File: src/rtl/rxf_pkg.sv
package rxf_pkg;

    localparam int unsigned DWORD_W = 32;

    typedef enum logic [1:0] {
        FK_PLAIN = 2'b00,
        FK_DATA  = 2'b01,
        FK_ILK   = 2'b10,
        FK_RSVD  = 2'b11
    } fkind_e;

    typedef struct packed {
        logic               hide;
        logic [DWORD_W-1:0] word;
    } slot_t;

    function automatic logic kind_hides_header(fkind_e k);
        return k == FK_DATA;
    endfunction

    function automatic logic kind_interlocked(fkind_e k);
        return k == FK_ILK;
    endfunction

endpackage

File: src/rtl/rxf_slot_ram.sv
module rxf_slot_ram
    import rxf_pkg::*;
#(
    parameter int unsigned AW = 3
) (
    input  logic          clk,
    input  logic          we,
    input  logic [AW-1:0] waddr,
    input  slot_t         wslot,
    input  logic [AW-1:0] raddr,
    output slot_t         rslot
);
    localparam int unsigned DEPTH = 1 << AW;

    slot_t mem [DEPTH];

    always_ff @(posedge clk) begin
        if (we) begin
            mem[waddr] <= wslot;
        end
    end

    assign rslot = mem[raddr];

endmodule

File: src/rtl/rxf_frame_track.sv
module rxf_frame_track
    import rxf_pkg::*;
#(
    parameter int unsigned PW = 4
) (
    input  logic          clk,
    input  logic          rst,
    input  logic          wfire,
    input  logic          sof,
    input  logic          eof,
    input  fkind_e        kind_in,
    input  logic [PW-1:0] wptr,
    output logic [PW-1:0] frame_base,
    output logic          ilk_open,
    output logic [PW-1:0] cur_start,
    output fkind_e        cur_kind
);
    logic          open_q;
    fkind_e        kind_q;
    logic [PW-1:0] start_q;

    always_ff @(posedge clk) begin
        if (rst) begin
            open_q  <= 1'b0;
            kind_q  <= FK_PLAIN;
            start_q <= '0;
        end else if (wfire) begin
            open_q <= !eof;
            if (sof) begin
                start_q <= wptr;
                kind_q  <= kind_in;
            end
        end
    end

    assign frame_base = start_q;
    assign ilk_open   = open_q && kind_interlocked(kind_q);
    assign cur_start  = sof ? wptr : start_q;
    assign cur_kind   = sof ? kind_in : kind_q;

endmodule

File: src/rtl/rxf_ptr_ctl.sv
module rxf_ptr_ctl #(
    parameter int unsigned AW = 3
) (
    input  logic        clk,
    input  logic        rst,
    input  logic        wr_req,
    input  logic        rd_take,
    input  logic        head_hidden,
    input  logic        eof_ilk,
    input  logic [AW:0] cur_start,
    input  logic [AW:0] frame_base,
    input  logic        ilk_open,
    output logic [AW:0] wptr,
    output logic [AW:0] rptr,
    output logic        wfire,
    output logic        full,
    output logic        empty
);
    localparam int unsigned PW    = AW + 1;
    localparam int unsigned DEPTH = 1 << AW;

    logic [PW-1:0] dist_r, dist_w, base, used;
    logic [PW-1:0] rw_dist, rw_span;
    logic          guard, rewind, skip, adv;

    always_comb begin
        dist_r  = rptr - frame_base;
        dist_w  = wptr - frame_base;
        guard   = ilk_open && (dist_r <= dist_w);
        base    = guard ? frame_base : rptr;
        used    = wptr - base;
        full    = (used == PW'(DEPTH));
        empty   = (wptr == rptr);
        wfire   = wr_req && !full;
        rw_dist = rptr - cur_start;
        rw_span = wptr - cur_start;
        rewind  = wfire && eof_ilk && (rw_dist != '0) && (rw_dist <= rw_span);
        skip    = !empty && head_hidden;
        adv     = rd_take || skip;
    end

    always_ff @(posedge clk) begin
        if (rst) begin
            wptr <= '0;
            rptr <= '0;
        end else begin
            if (wfire) begin
                wptr <= wptr + PW'(1);
            end
            if (rewind) begin
                rptr <= cur_start;
            end else if (adv) begin
                rptr <= rptr + PW'(1);
            end
        end
    end

endmodule

File: src/rtl/rx_hdr_fifo.sv
module rx_hdr_fifo
    import rxf_pkg::*;
#(
    parameter int unsigned DEPTH_LOG2 = 3
) (
    input  logic               clk,
    input  logic               rst,
    input  logic               wr_valid,
    output logic               wr_ready,
    input  logic [DWORD_W-1:0] wr_data,
    input  logic               wr_sof,
    input  logic               wr_eof,
    input  logic [1:0]         wr_kind,
    output logic               rd_valid,
    input  logic               rd_ready,
    output logic [DWORD_W-1:0] rd_data,
    output logic               empty,
    output logic               full
);
    localparam int unsigned AW = DEPTH_LOG2;
    localparam int unsigned PW = AW + 1;

    logic [PW-1:0] wptr, rptr, frame_base, cur_start;
    logic          wfire, ilk_open, rd_take;
    fkind_e        kind_in, cur_kind;
    slot_t         wslot, rslot;

    assign kind_in = fkind_e'(wr_kind);
    assign wslot   = '{hide: wr_sof && kind_hides_header(kind_in), word: wr_data};

    rxf_frame_track #(.PW(PW)) u_track (
        .clk        (clk),
        .rst        (rst),
        .wfire      (wfire),
        .sof        (wr_sof),
        .eof        (wr_eof),
        .kind_in    (kind_in),
        .wptr       (wptr),
        .frame_base (frame_base),
        .ilk_open   (ilk_open),
        .cur_start  (cur_start),
        .cur_kind   (cur_kind)
    );

    rxf_ptr_ctl #(.AW(AW)) u_ptr (
        .clk         (clk),
        .rst         (rst),
        .wr_req      (wr_valid),
        .rd_take     (rd_take),
        .head_hidden (rslot.hide),
        .eof_ilk     (wr_eof && kind_interlocked(cur_kind)),
        .cur_start   (cur_start),
        .frame_base  (frame_base),
        .ilk_open    (ilk_open),
        .wptr        (wptr),
        .rptr        (rptr),
        .wfire       (wfire),
        .full        (full),
        .empty       (empty)
    );

    rxf_slot_ram #(.AW(AW)) u_ram (
        .clk   (clk),
        .we    (wfire),
        .waddr (wptr[AW-1:0]),
        .wslot (wslot),
        .raddr (rptr[AW-1:0]),
        .rslot (rslot)
    );

    assign wr_ready = !full;
    assign rd_valid = !empty && !rslot.hide;
    assign rd_data  = rslot.word;
    assign rd_take  = rd_valid && rd_ready;

endmodule

File: config.mk
export PLATFORM = sky130hd
export DESIGN_NAME = rx_hdr_fifo
export DESIGN_NICKNAME = d
export VERILOG_FILES = /design/src/rtl/rxf_pkg.sv /design/src/rtl/rxf_slot_ram.sv /design/src/rtl/rxf_frame_track.sv /design/src/rtl/rxf_ptr_ctl.sv /design/src/rtl/rx_hdr_fifo.sv
export SDC_FILE = /design/constraint.sdc
export NUM_CORES = 1
export LEC_CHECK = 0
export CAP_MARGIN = 30
export CELL_PAD_IN_SITES_DETAIL_PLACEMENT = 2
export CELL_PAD_IN_SITES_GLOBAL_PLACEMENT = 2
export CORE_UTILIZATION = 46
export DETAILED_ROUTE_END_ITERATION = 8
export GPL_ROUTABILITY_DRIVEN = 0
export GPL_TIMING_DRIVEN = 0
export PLACE_DENSITY = 0.82
export REMOVE_ABC_BUFFERS = 1
export SLEW_MARGIN = 5
export SYNTH_ARGS = -nofsm -noshare
export SYNTH_HDL_FRONTEND = slang
export SYNTH_SLANG_ARGS = --single-unit
export TNS_END_PERCENT = 20
File: constraint.sdc
create_clock -name clk -period 10.9 [get_ports clk]
set_input_delay 2.18 -clock clk [delete_from_list [all_inputs] [get_ports clk]]
set_output_delay 2.18 -clock clk [all_outputs]
set_load 0.01 [all_outputs]
==> metrics.csv <==
metric,value,unit
yosys_warnings,0,
end_kind,primary output,
required,8.72,ns
cts-resized-gates,0,
cp.arrival,6.41,ns
first_global_vias,7096,
firstDrtPassIters,5,
worstSetupPathType,reg2out,
ir_drop,128,uV
clk_pin_slew_worst_paths,0.07,ns
synthArstFlopShare,0,%
clock-sinks,282,
dp_slack,3.10,ns
fin_ws,2.31,ns
period_share,78.8,%
cp_max_fo,16,
wire_per_inst,34.8,um
hold_violations,0,
synth_ff_type,edfxtp_1,
syn_area_per_cell,19.8,um^2
hold_buffers,0,
ios,76,
power.density,268,mW/mm^2
die_w,161,um
p_leak,4.68,nW
cap_violations,0,
ant_nets,0,
rsz0062_at_grt,false,
final_nets,768,
dp_cells,994,
hp-class,reg2reg,
layout_min_cycle_time,8.59,ns
routed-via-count,6481,
io_buffers,75,
placeableCoreArea,0.0245,mm^2
ys_types,46,
worst_pin_slew,0.883,ns
fp.dieArea,0.0259,mm^2
drtIter0Drc,623,
yosys.area.top_type_share,68.3,%
syn_to_final_growth,21.9,%
drive_above_1_share,28.8,%
cts_buffers,29,
grt_max_degree,47,
clock_latency,0.56,ns
slew_headroom,40.0,%
final.setup_skew,0.0156,ns
cts_root_buffer,clkbuf_16,
synth_edf_count,264,
syn_area,0.0116,mm^2
synth_cells,586,
nFillCells,2020,
wl,36.5,mm
start_util,47.3,%
fp.dieH,161,um
max_freq,116,MHz
dp_hpwl,22.2,mm
yosys_register_bits,282,
grt.total_usage,29.4,%
antenna_found_initial,3,
crit_path_max_incr_delay,0.89,ns
finalSetupViolCount,0,
cts_tree,built,
instances_no_fill,1048,
yosys-top-cells-area,"edfxtp_1 (68%), mux4_2 (13%), mux2_2 (4.0%), dfxtp_1 (3.1%), ha_1 (2.5%)",
slew_viol_final,0,
cts_buffer_depth,3,
via_per_inst,6.18,
grt_pass1_wl,53.3,mm
synth_top_cell_by_area,edfxtp_1,
slowest_stage,dfxtp_1,
fin_tns_setup,0,ns
drc_errors,0,
final_util,57.7,%
status,completed,
worstPathCellList,ha_1 -> a21o_1 -> a21oi_1 -> xor2_1 -> ha_1 -> and3_1 -> a221oi_2 -> o2111ai_2 -> nor2_1 -> a21oi_1 -> ha_1 -> nor2b_1 -> o21a_1 -> or3_1 -> and3b_1 -> mux2i_2 -> inv_2 -> clkdlybuf4s50_1,
ys_seq_area_share,71.4,%
post_cts_buffers,0,
crit_path_frequent_cell,ha_1,
fp-row-count,57,
grt-ovfl-total,0,
cts-htree-levels,1,
crit_path_start_kind,register,
r2r_setup_slack,3.62,ns
==> worst paths after layout <==
path / depth (start not counted) / end / startpoint
worst min register to register: 2 / u_track.kind_q[1] / u_track.kind_q[1]
worst min-delay path: 2 / u_track.kind_q[1] / u_track.kind_q[1]
worst max-delay path: 18 / full / u_ptr.wptr[1]
worst max register to register: 21 / u_ram.mem[1][13] / u_ptr.wptr[1]
==> report_power, final <==
group / switching [mW] / internal (mW) / total [mW]
Sequential: 0.115 / 1.31 / 1.42
Combinational: 0.632 / 0.634 / 1.27
Clock: 0.449 / 0.651 / 1.10
==> worst max-delay path, delay by kind of cell, from the launching register on <==
kind | cells | cell delay [ns]
XOR/XNOR | 1 | 0.17
multiplexers | 1 | 0.70
AO/OA/AOI/OAI | 6 | 1.16
adder cells (fa/ha/maj) | 3 | 1.01
buffers and inverters | 2 | 0.90
flip-flops | 1 | 0.89
AND/OR/NAND/NOR | 5 | 1.03
==> metal layers <==
layer / wire, um / up-vias / global-route usage, %
met5: 0 / - / 0
met3: 2380 / 64 / 5.45
met4: 1010 / 0 / 8.58
li1: - / 2613 / -
met2: 17800 / 318 / 48.2
met1: 15300 / 3486 / 40.1
==> state kept, by name, summed over array words and instances (netlist names), named ones only <==
register / count
u_ram.mem: 264
u_ptr.rptr: 4
u_ptr.wptr: 4
u_track.frame_base: 4
u_track.kind_q: 2
u_track.open_q: 1
==> cells in the mapped netlist (2+ instances only) <==
| cell type | instances |
|---|---|
| buf_1 | 8 |
| inv_1 | 17 |
| and3b_1 | 2 |
| nor4b_1 | 2 |
| dfxtp_1 | 18 |
| a21o_1 | 6 |
| fa_1 | 4 |
| xnor2_1 | 11 |
| mux2i_1 | 6 |
| nor2_1 | 18 |
| xor2_1 | 8 |
| a211oi_1 | 6 |
| nand4_1 | 2 |
| nor3b_1 | 2 |
| a21oi_1 | 15 |
| o21ai_0 | 5 |
| clkbuf_1 | 17 |
| buf_2 | 2 |
| nor3_1 | 2 |
| ha_1 | 23 |
| edfxtp_1 | 264 |
| nand2b_1 | 5 |
| nand2_1 | 6 |
| mux2_2 | 41 |
| or3_1 | 2 |
| mux4_2 | 66 |
| nor4_1 | 2 |
| nand3_1 | 7 |
| a311oi_1 | 2 |
==> layout by cell type (no fill, tap or decap), types with 2 or more instances in the layout <==
cell               n
edfxtp_1         264
clkdlybuf4s50_1   75
mux4_2            66
mux2_2            41
clkbuf_16         29
ha_1              23
buf_4             22
nor2_1            18
inv_1             17
a21oi_1           15
dfxtp_1           15
xnor2_1           11
clkinv_2          10
xor2_1             8
nand3_1            7
bufinv_16          7
mux2i_1            6
a21o_1             6
nand2_1            6
a211oi_1           6
buf_6              6
nand2b_1           5
o21ai_0            5
buf_16             5
fa_1               4
clkinv_1           4
clkbuf_1           3
buf_8              3
or3_1              2
and3b_1            2
nor3_2             2
nor4b_2            2
nand4_1            2
a311oi_1           2
dfxtp_4            2
==> final cells by class <==
class                           count  area, um^2  area share [%]
Antenna cell                        1        2.50          0.0177
Multi-Input combinational cell    258        3180            22.5
Timing Repair Buffer              112        1190            8.38
Sequential cell                   282        8300            58.6
Clock inverter                     21         275            1.94
Clock buffer                       32         737            5.21
Tap cell                          324         405            2.86
Inverter                           18        67.6           0.477
==> stage by stage <==
stage	hold WS, ns	power, mW	instance area (um^2)
after global placement	0.496	2.54	12700
after global routing	0.561	3.93	14200
final	0.530	3.79	14200
after CTS	0.526	3.81	14200
after floorplan	0.461	2.13	11500
after detailed placement	0.515	2.66	13100
==> cells by family after synthesis <==
logic type	synth area share [%]
buf+inv	1.57
xor+xnor	1.43
simple gates	2.60
flops	71.4
compound gates	2.46
fa+ha+maj	3.17
mux	17.4
Power figures use the tool's default switching activity.
